File: config.mk
export PLATFORM = sky130hd
export DESIGN_NAME = ecc_sector_guard
export DESIGN_NICKNAME = d
export VERILOG_FILES = /design/src/rtl/ecc_guard_pkg.sv /design/src/rtl/ecc_packer.sv /design/src/rtl/ecc_syndrome.sv /design/src/rtl/ecc_verdict_fsm.sv /design/src/rtl/ecc_sector_guard.sv
export SDC_FILE = /design/constraint.sdc
export NUM_CORES = 1
export LEC_CHECK = 0
export BUFFER_PORTS_ARGS = -buffer_cell sky130_fd_sc_hd__buf_2
export CORE_MARGIN = 2
export CORE_UTILIZATION = 45
export CTS_CLUSTER_DIAMETER = 30
export DETAILED_ROUTE_END_ITERATION = 7
export PLACE_DENSITY = 0.81
export SKIP_CTS_REPAIR_TIMING = 1
export SYNTH_ARGS = -nofsm -noshare
export SYNTH_HDL_FRONTEND = slang
export SYNTH_SLANG_ARGS = --single-unit
File: constraint.sdc
create_clock -name clk -period 2.9 [get_ports clk]
set_clock_uncertainty 0.05 [all_clocks]
set_input_delay 0.29 -clock clk [delete_from_list [all_inputs] [get_ports clk]]
set_output_delay 0.29 -clock clk [all_outputs]
set_load 0.02 [all_outputs]
File: src/rtl/ecc_guard_pkg.sv
package ecc_guard_pkg;

    typedef enum logic [1:0] {
        VERD_CLEAN    = 2'b00,
        VERD_FIXED    = 2'b01,
        VERD_ECC_ONLY = 2'b10,
        VERD_FATAL    = 2'b11
    } verdict_t;

    typedef enum logic [2:0] {
        ST_IDLE,
        ST_CLEAN,
        ST_FIXED,
        ST_ECC_ONLY,
        ST_FATAL
    } guard_state_t;

endpackage

File: src/rtl/ecc_packer.sv
module ecc_packer #(
    parameter int HALF_W = 12,
    parameter int RSV_W  = 4,
    localparam int RAW_W  = 2 * (HALF_W + RSV_W),
    localparam int CODE_W = 2 * HALF_W,
    localparam int SLOT_W = HALF_W + RSV_W
) (
    input  logic              clk,
    input  logic              rst_n,
    input  logic              pack_stb,
    input  logic [RAW_W-1:0]  raw_par,
    output logic [CODE_W-1:0] code,
    output logic              code_vld
);

    logic [CODE_W-1:0] joined;
    logic              rsv_unused;

    // each half of the raw word carries HALF_W parity bits below RSV_W reserved bits
    for (genvar h = 0; h < 2; h++) begin : g_half
        assign joined[h*HALF_W +: HALF_W] = raw_par[h*SLOT_W +: HALF_W];
    end

    assign rsv_unused = ^{raw_par[SLOT_W-1 -: RSV_W], raw_par[RAW_W-1 -: RSV_W]};

    always_ff @(posedge clk) begin
        if (!rst_n) begin
            code     <= '0;
            code_vld <= 1'b0;
        end else begin
            code_vld <= pack_stb;
            if (pack_stb) begin
                code <= ~joined;
            end
        end
    end

    // a pack request is answered on the next cycle
    a_r2_code_pulse: assert property (@(posedge clk) disable iff (!rst_n)
        pack_stb |=> code_vld);

    // all-zero used parity bits give an all-ones code
    a_r3_erased_all_ones: assert property (@(posedge clk) disable iff (!rst_n)
        (pack_stb && raw_par[HALF_W-1:0] == '0 && raw_par[SLOT_W +: HALF_W] == '0)
        |=> (code == {CODE_W{1'b1}}));

endmodule

File: src/rtl/ecc_syndrome.sv
module ecc_syndrome
    import ecc_guard_pkg::*;
#(
    parameter int HALF_W       = 12,
    parameter int MASK_W       = 8,
    parameter int SECTOR_BYTES = 512,
    localparam int CODE_W = 2 * HALF_W,
    localparam int BIT_W  = $clog2(MASK_W),
    localparam int OFS_W  = HALF_W - BIT_W
) (
    input  logic [CODE_W-1:0] stored_code,
    input  logic [CODE_W-1:0] calc_code,
    output verdict_t          verdict,
    output logic [OFS_W-1:0]  ofs,
    output logic [MASK_W-1:0] mask
);

    localparam logic [OFS_W:0] SECT_LIM = (OFS_W + 1)'(SECTOR_BYTES);

    logic [CODE_W-1:0] diff;
    logic [HALF_W-1:0] upper;
    logic [HALF_W-1:0] lower;
    logic [BIT_W-1:0]  bit_idx;
    logic              halves_cmpl;
    logic              single_bit;
    logic              in_sector;

    assign diff        = calc_code ^ stored_code;
    assign upper       = diff[CODE_W-1 -: HALF_W];
    assign lower       = diff[HALF_W-1:0];
    assign halves_cmpl = ((upper ^ lower) == {HALF_W{1'b1}});
    assign single_bit  = (diff != '0) && ((diff & (diff - 1'b1)) == '0);
    assign ofs         = upper[HALF_W-1 -: OFS_W];
    assign bit_idx     = upper[BIT_W-1:0];
    assign mask        = MASK_W'(1) << bit_idx;
    assign in_sector   = ({1'b0, ofs} < SECT_LIM);

    always_comb begin
        if (diff == '0) begin
            verdict = VERD_CLEAN;
        end else if (halves_cmpl) begin
            verdict = in_sector ? VERD_FIXED : VERD_FATAL;
        end else if (single_bit) begin
            verdict = VERD_ECC_ONLY;
        end else begin
            verdict = VERD_FATAL;
        end
    end

    // a repair is only ever offered inside the sector
    always_comb begin
        a_r7_ofs_in_sector: assert (verdict != VERD_FIXED || ({1'b0, ofs} < SECT_LIM));
    end

endmodule

File: src/rtl/ecc_verdict_fsm.sv
module ecc_verdict_fsm
    import ecc_guard_pkg::*;
#(
    parameter int OFS_W  = 9,
    parameter int MASK_W = 8
) (
    input  logic              clk,
    input  logic              rst_n,
    input  logic              cmp_stb,
    input  verdict_t          verdict,
    input  logic [OFS_W-1:0]  ofs,
    input  logic [MASK_W-1:0] mask,
    output logic              res_vld,
    output logic [1:0]        status,
    output logic [OFS_W-1:0]  byte_ofs,
    output logic [MASK_W-1:0] bit_mask
);

    guard_state_t state;
    guard_state_t state_nxt;

    // state register
    always_ff @(posedge clk) begin
        if (!rst_n) begin
            state <= ST_IDLE;
        end else begin
            state <= state_nxt;
        end
    end

    // transitions: "judge" on a strobe, "hold" otherwise
    always_comb begin
        state_nxt = state;
        if (cmp_stb) begin
            unique case (verdict)
                VERD_CLEAN:    state_nxt = ST_CLEAN;
                VERD_FIXED:    state_nxt = ST_FIXED;
                VERD_ECC_ONLY: state_nxt = ST_ECC_ONLY;
                VERD_FATAL:    state_nxt = ST_FATAL;
                default:       state_nxt = ST_FATAL;
            endcase
        end
    end

    // registered locator and pulse
    always_ff @(posedge clk) begin
        if (!rst_n) begin
            res_vld  <= 1'b0;
            byte_ofs <= '0;
            bit_mask <= '0;
        end else begin
            res_vld <= cmp_stb;
            if (cmp_stb) begin
                if (verdict == VERD_FIXED) begin
                    byte_ofs <= ofs;
                    bit_mask <= mask;
                end else begin
                    byte_ofs <= '0;
                    bit_mask <= '0;
                end
            end
        end
    end

    // status decode from the state
    always_comb begin
        unique case (state)
            ST_IDLE:     status = VERD_CLEAN;
            ST_CLEAN:    status = VERD_CLEAN;
            ST_FIXED:    status = VERD_FIXED;
            ST_ECC_ONLY: status = VERD_ECC_ONLY;
            ST_FATAL:    status = VERD_FATAL;
            default:     status = VERD_FATAL;
        endcase
    end

    // a compare request is answered on the next cycle
    a_r5_result_pulse: assert property (@(posedge clk) disable iff (!rst_n)
        cmp_stb |=> res_vld);

    // without a strobe the verdict is held
    a_r10_hold_verdict: assert property (@(posedge clk) disable iff (!rst_n)
        !cmp_stb |=> ($stable(status) && $stable(byte_ofs) && $stable(bit_mask)));

    // locator is quiet unless a data bit was repaired
    a_r8_quiet_locator: assert property (@(posedge clk) disable iff (!rst_n)
        (status != VERD_FIXED) |-> (bit_mask == '0 && byte_ofs == '0));

    // a repair names exactly one bit
    a_r6_mask_onehot: assert property (@(posedge clk) disable iff (!rst_n)
        (status == VERD_FIXED) |-> $onehot(bit_mask));

endmodule

File: src/rtl/ecc_sector_guard.sv
module ecc_sector_guard
    import ecc_guard_pkg::*;
#(
    parameter int SECTOR_BYTES = 512
) (
    input  logic        clk,
    input  logic        rst_n,
    input  logic        pack_stb_i,
    input  logic [31:0] raw_par_i,
    output logic [23:0] code_o,
    output logic        code_vld_o,
    input  logic        cmp_stb_i,
    input  logic [23:0] stored_code_i,
    input  logic [23:0] calc_code_i,
    output logic        res_vld_o,
    output logic [1:0]  status_o,
    output logic [8:0]  byte_ofs_o,
    output logic [7:0]  bit_mask_o
);

    localparam int HALF_W = 12;
    localparam int RSV_W  = 4;
    localparam int MASK_W = 8;
    localparam int OFS_W  = HALF_W - $clog2(MASK_W);

    verdict_t          verdict;
    logic [OFS_W-1:0]  ofs;
    logic [MASK_W-1:0] mask;

    ecc_packer #(
        .HALF_W (HALF_W),
        .RSV_W  (RSV_W)
    ) u_packer (
        .clk      (clk),
        .rst_n    (rst_n),
        .pack_stb (pack_stb_i),
        .raw_par  (raw_par_i),
        .code     (code_o),
        .code_vld (code_vld_o)
    );

    ecc_syndrome #(
        .HALF_W       (HALF_W),
        .MASK_W       (MASK_W),
        .SECTOR_BYTES (SECTOR_BYTES)
    ) u_syndrome (
        .stored_code (stored_code_i),
        .calc_code   (calc_code_i),
        .verdict     (verdict),
        .ofs         (ofs),
        .mask        (mask)
    );

    ecc_verdict_fsm #(
        .OFS_W  (OFS_W),
        .MASK_W (MASK_W)
    ) u_fsm (
        .clk      (clk),
        .rst_n    (rst_n),
        .cmp_stb  (cmp_stb_i),
        .verdict  (verdict),
        .ofs      (ofs),
        .mask     (mask),
        .res_vld  (res_vld_o),
        .status   (status_o),
        .byte_ofs (byte_ofs_o),
        .bit_mask (bit_mask_o)
    );

endmodule

==> results.sh, run 1 <==
export IMPL_outcome="finished clean"
export IMPL_fin_crit_sh_pct=90.28
export IMPL_reg2reg_to="u_fsm.state[0]$_SDFFE_PN0P_"
export IMPL_synth_edff_count=0
export IMPL_nFillCells=478
export IMPL_portBuffers=120
export IMPL_syn_cell_area_um2=2499
export IMPL_cts_tree="done"
export IMPL_preCtsSetupSlack_ns=0.01045
export IMPL_p_seq_share_pct=43.8
export IMPL_synth_fa_ha_area_share_pct=1.352
export IMPL_setup_violations=0
export IMPL_crit_type="in -> reg"
export IMPL_worst_pin_slew_ns=0.7533
export IMPL_insertion_delay_ns=0.28
export IMPL_yosys_top_cells_count="dfxtp_1, nand2_1, o211a_1"
export IMPL_fin_crit_ns=2.618
export IMPL_routed_via_count=2365
export IMPL_grt_overflow_total=0
export IMPL_grt_pass1_wl_mm=9.708
export IMPL_seq_area_um2=920.9
export IMPL_slew_viol_final=0
export IMPL_wl_per_cell_um=12.92
export IMPL_synth_seq_cells=46
export IMPL_synth_area_leaders="dfxtp_1, o211a_1, xnor2_1"
export IMPL_synth_ff_type="dfxtp_1"
export IMPL_crit_chain="buf_2, xnor2_1, nand4_1, nor4_4, nand2_1, a221o_1, or4_4, ha_1, mux2i_1, nor2b_1"
export IMPL_clock_sinks=46
export IMPL_die_y_um=78.52
export IMPL_dieArea_um2=6165
export IMPL_synth_top_area_cell="dfxtp_1"
export IMPL_first_global_vias=2234
export IMPL_muxShareOfSynthArea_pct=0.8012
export IMPL_final_core_util_pct=62.30
export IMPL_slowest_delay_ns=0.53
export IMPL_antenna_found_initial=0
export IMPL_synth_simple_gate_area_share_pct=21.58
export IMPL_switchingPower_uw=412.0
export IMPL_setup_tns_final_ns=0
export IMPL_yosys_warnings=0
export IMPL_totalWireLength_mm=6.045
export IMPL_r2r_start="u_fsm.state[0]$_SDFFE_PN0P_"
export IMPL_area_growth_pct=35.60
export IMPL_rr_worst_depth=2
export IMPL_rows=27
export IMPL_p_int_uw=1116
export IMPL_ctsRootBufferMaster="clkbuf_8"
export IMPL_leakage_uw=0.001698
export IMPL_p_per_area_nw_per_um2=451.0
export IMPL_cap_violations=0
export IMPL_path_buf_inv=1
export IMPL_slew_headroom_pct=49.78
export IMPL_n_antenna_cell=0
export IMPL_cp_required_ns=3.04
export IMPL_synth_compound_gate_area_share_pct=20.38
export IMPL_power_frac_comb_pct=25.1
export IMPL_crit_start="stored_code_i[3]"
export IMPL_async_reset_ff_share_pct=0
export IMPL_cp_max_fo=5
export IMPL_slowest_stage="or4_4"
export IMPL_dr_pass1_iters=4
export IMPL_reg2reg_slack_ns=2.17
export IMPL_cts_reportedPaths_clkPinSlew_ns=0.08
export IMPL_fmax_ghz=0.3819
export IMPL_seq_area_frac_synth_pct=36.86
export IMPL_clock_path_buffers=2
export IMPL_grt_max_degree=50
export IMPL_syn_num_nets=350
export IMPL_rsz0062_at_grt="no"
export IMPL_synth_top_family_by_area="simple AND/OR/NAND/NOR gates"
export IMPL_start_kind="primary input"
export IMPL_worstPathArrival_ns=2.76
export IMPL_synth_xor_area_share_pct=16.47
export IMPL_hold_path_cell_count=3
export IMPL_grt_usage_pct=19.13
export IMPL_drt_iter0_markers=95
export IMPL_place_gp_congestion=0.8315
export IMPL_cts_buffers=5
export IMPL_synth_cell_types=45
export IMPL_synth_top_cell_area_share_pct=36.86
export IMPL_nets=481
export IMPL_worstHoldStart="raw_par_i[1]"
export IMPL_swShare_pct=26.96
export IMPL_ant_nets=0
export IMPL_yosysMostFrequentCell="dfxtp_1"
export IMPL_remaining_drc_errors=0
export IMPL_clockPowerShare_pct=31.2
export IMPL_dp_hpwl_mm=4.646
export IMPL_critPathTopFamily="simple AND/OR/NAND/NOR gates"
export IMPL_pin_count=129
export IMPL_synth_area_per_cell_um2=9.429
export IMPL_finalHoldViolCount=0
export IMPL_worstHoldPathType="in -> reg"
export IMPL_fp_dieW_um=78.52
export IMPL_end_kind="flop"
export IMPL_core_um2=5439
export IMPL_multiInputGateArea_um2=1514
export IMPL_drive_above_1_share_pct=40.91
export IMPL_vias_per_cell=5.053
export IMPL_postSynthCellCount=265
export IMPL_fin_ws_ns=0.2817
export IMPL_initial_core_util_pct=45.94
export IMPL_holdPathEnd="u_packer.code[1]$_SDFFE_PN0P_"
export IMPL_peakVddDrop_mv=0.3669
export IMPL_cts_max_level=2
-- worst min-delay path: stages --
cell,delay (ns)
buf_2,0.07
nand2_1,0.04
o211a_1,0.09
-- logic make-up after synthesis --
family | after synthesis
AO/OA/AOI/OAI | 60
flip-flops | 46
XOR/XNOR | 38
AND/OR/NAND/NOR | 99
multiplexers | 2
adder cells (fa/ha/maj) | 3
buffers and inverters | 17
-- final cells by class --
class,count,area share (%)
multi-input cells,202,44.68
clock inverters,1,0.8863
clock buffers,6,2.437
flip-flops and latches,46,27.18
repair buffers,139,21.94
inverters,2,0.2216
well taps,72,2.659
-- metal layers --
layer  global-route usage (%)  wire length [um]  up-vias
li1                         -                 -     1197
met1                    23.24              2644     1099
met2                    34.87              3091       65
met3                    3.448               272        4
met4                    4.386                37        0
met5                        0                 0        -
-- power by group through the flow --
stage	Clock [uW]	Sequential [uW]	Combinational, uW
after detailed placement	0	684	381
after global routing	508	673	415
after CTS	487	669	383
after floorplan	0	715	194
after global placement	0	683	373
final	476	669	383
-- placed cells by master (no fill, tap or decap), drive strengths merged, types with 3 or more instances in the layout --
cell    count
buf       139
nor3        4
nor2       10
a21o        3
o211a      24
nand3      18
nor4        3
xnor2      26
nand2      27
nand3b      4
nand4       5
nand2b     17
o21ai       4
and2        4
xor2       12
dfxtp      46
a21boi     18
clkbuf      6
-- worst max path at each step --
stage,to,slack [ns],cells past startpoint
6_report,u_fsm.state[1]$_SDFFE_PN0P_,0.28,10
5_1_grt,u_fsm.state[1]$_SDFFE_PN0P_,0.09,10
4_1_cts,u_fsm.state[1]$_SDFFE_PN0P_,0.32,10
3_5_place_dp,u_fsm.state[1]$_SDFFE_PN0P_,0.01,10
3_3_place_gp,u_fsm.state[1]$_SDFFE_PN0P_,0.04,10
2_1_floorplan,u_fsm.state[1]$_SDFFE_PN0P_,0.28,9
-- state kept, by name (all words and copies together), names as in the netlist --
signal             count
u_packer.code_vld      1
u_fsm.byte_ofs         9
u_fsm.bit_mask         8
u_fsm.res_vld          1
u_packer.code         24
u_fsm.state            3
-- metrics by stage --
step	hold WS (ns)	cell area, um2	total power (uW)	instances
6_report	0.2010	3388	1528	468
5_1_grt	0.1950	3388	1596	468
4_1_cts	0.1920	3388	1539	468
3_5_place_dp	0.4119	3276	1065	461
3_3_place_gp	0.4058	3276	1056	461
2_1_floorplan	0.4155	2499	909.0	265
No activity file was read; power rests on OpenSTA's default activity.
==> run 2, diff against run 1 <==
ABC_AREA = 1   (was not set)
CORE_UTILIZATION = 48   (was 45)
PLACE_DENSITY = 0.82   (was 0.81)
==> results.sh, run 2 <==
export IMPL_fin_crit_sh_pct=75.62
export IMPL_synth_top_area_cell="dfxtp_1"
export IMPL_outcome="finished clean"
export IMPL_yosysMostFrequentCell="nand2_1"
export IMPL_multiInputGateArea_um2=1639
export IMPL_grt_pass1_wl_mm=11.10
export IMPL_portBuffers=120
export IMPL_cts_tree="done"
export IMPL_setup_violations=0
export IMPL_finalHoldViolCount=0
export IMPL_leakage_uw=0.001984
export IMPL_die_y_um=81.30
export IMPL_n_antenna_cell=0
export IMPL_cp_max_fo=5
export IMPL_totalWireLength_mm=7.012
export IMPL_seq_area_frac_synth_pct=32.11
export IMPL_remaining_drc_errors=0
export IMPL_synth_cell_types=27
export IMPL_start_kind="primary input"
export IMPL_first_global_vias=2663
export IMPL_fin_crit_ns=2.193
export IMPL_grt_overflow_total=0
export IMPL_setup_tns_final_ns=0
export IMPL_slew_viol_final=0
export IMPL_cp_required_ns=2.99
export IMPL_fp_dieW_um=81.30
export IMPL_cts_reportedPaths_clkPinSlew_ns=0.09
export IMPL_pin_count=129
export IMPL_rsz0062_at_grt="no"
export IMPL_insertion_delay_ns=0.28
export IMPL_worstPathArrival_ns=2.29
export IMPL_async_reset_ff_share_pct=0
export IMPL_area_growth_pct=26.31
export IMPL_mostFrequentLayoutCells="nand2_1, buf_2, inv_1"
export IMPL_core_um2=5851
export IMPL_drive_above_1_share_pct=24.71
export IMPL_ctsRootBufferMaster="clkbuf_8"
export IMPL_synth_top_cell_area_share_pct=32.11
export IMPL_seq_area_um2=920.9
export IMPL_dr_pass1_iters=4
export IMPL_p_per_area_nw_per_um2=410.6
export IMPL_syn_cell_area_um2=2868
export IMPL_dpl_instance_area_um2=3510
export IMPL_cts_max_level=2
export IMPL_largest_reg_flops=24
export IMPL_yosys_top_cells_count="nand2_1, inv_1, nor2_1, dfxtp_1, a21oi_1"
export IMPL_cts_buffers=5
export IMPL_vias_per_cell=4.801
export IMPL_grt_max_degree=50
export IMPL_reg2reg_slack_ns=2.15
export IMPL_wl_per_cell_um=10.40
export IMPL_fmax_ghz=0.4560
export IMPL_clock_path_buffers=2
export IMPL_synth_area_leaders="dfxtp_1, nand2_1, inv_1"
export IMPL_dp_hpwl_mm=5.768
export IMPL_synth_area_per_cell_um2=5.937
export IMPL_clock_sinks=46
export IMPL_end_kind="flop"
export IMPL_worstHoldPathType="in -> reg"
export IMPL_crit_type="in -> reg"
export IMPL_grt_usage_pct=20.77
export IMPL_place_gp_congestion=0.9425
export IMPL_nFillCells=562
export IMPL_synth_seq_cells=46
export IMPL_routed_via_count=3236
export IMPL_yosys_warnings=0
export IMPL_preCtsSetupSlack_ns=0.4513
export IMPL_layout_commonest_cell="nand2_1"
export IMPL_dieArea_um2=6609
export IMPL_nets=683
export IMPL_fin_ws_ns=0.7069
export IMPL_peakVddDrop_mv=0.5578
export IMPL_fin_area_um2=3622
export IMPL_worst_pin_slew_ns=0.6795
export IMPL_synth_ff_type="dfxtp_1"
export IMPL_synth_edff_count=0
export IMPL_syn_num_nets=568
export IMPL_slew_headroom_pct=54.70
export IMPL_postSynthCellCount=483
export IMPL_largestRegisters="u_packer.code (24), u_fsm.byte_ofs (9), u_fsm.bit_mask (8)"
export IMPL_initial_core_util_pct=49.02
export IMPL_rows=28
export IMPL_cap_violations=0
export IMPL_antenna_found_initial=0
export IMPL_ant_nets=0
export IMPL_drt_iter0_markers=116
export IMPL_top_register="u_packer.code"
[run 2: changes by cell type in the layout (fill, tap and decap cells not counted), moves of 24 or more]
cell,before,now
o21ai_0,4,33
nor2_1,10,56
nand2_1,27,177
a21oi_1,1,37
inv_1,2,65
o211a_1,24,0
[run 2: logic make-up after synthesis]
group	after synthesis	share of synthesized area, %
buf+inv	79	10.73
fa+ha+maj	1	0.4362
compound gates	77	14.31
simple gates	269	39.05
xor+xnor	11	3.359
flops	46	32.11
[run 2: through the flow]
stage | hold slack, ns | power (uW) | cells | utilization (%)
final | 0.1142 | 1487 | 674 | 61.91
after global routing | 0.1065 | 1580 | 674 | 61.91
after CTS | 0.1087 | 1500 | 674 | 61.91
after detailed placement | 0.4074 | 1036 | 666 | 59.99
after global placement | 0.4018 | 1025 | 666 | 59.99
after floorplan | 0.3341 | 910.9 | 483 | -
[run 2: metal layers]
metal / GRT usage, % / vias to the layer above / share of wire [%]
li1: - / 1731 / -
met1: 26.80 / 1402 / 46
met2: 36.97 / 101 / 48
met3: 3.000 / 2 / 5.3
met4: 3.559 / 0 / 0.21
met5: 0 / - / 0
[run 2: area by class of cell]
| cell class | instances | share of cell area, % |
|---|---|---|
| clock buffer | 5 | 1.900 |
| tap | 75 | 2.591 |
| inverter | 66 | 6.839 |
| clock inverter | 3 | 1.209 |
| timing repair buffer | 121 | 16.79 |
| sequential | 46 | 25.42 |
| multi-input combinational | 358 | 45.25 |
[run 2: path summary, 6_finish.rpt]
path                                       start                              to  depth (start not counted)
setup / recovery                stored_code_i[1]     u_fsm.state[1]$_SDFFE_PN0P_                         17
hold / removal                     raw_par_i[17]  u_packer.code[13]$_SDFFE_PN0P_                          2
setup reg to reg  u_packer.code[15]$_SDFFE_PN0P_  u_packer.code[15]$_SDFFE_PN0P_                          2
hold reg to reg   u_fsm.bit_mask[2]$_SDFFE_PN0P_  u_fsm.bit_mask[2]$_SDFFE_PN0P_                          2
[run 2: critical path: stages]
cell,delay (ns)
buf_2,0.09
inv_1,0.03
nand2_1,0.05
nand2_1,0.09
nor2_1,0.24
nand2_1,0.19
nor2_2,0.20
nand2_1,0.08
nand2_1,0.06
nand2_1,0.05
nor2_1,0.08
nand3_1,0.09
nor2_1,0.18
inv_1,0.06
ha_1,0.29
o21ai_0,0.15
a21oi_1,0.06
[run 2: where the power goes]
group          leakage (uW)  switching (uW)  internal (uW)
clock network     0.0000585             207            258
logic               0.00155             226            127
registers          0.000378            10.2            658
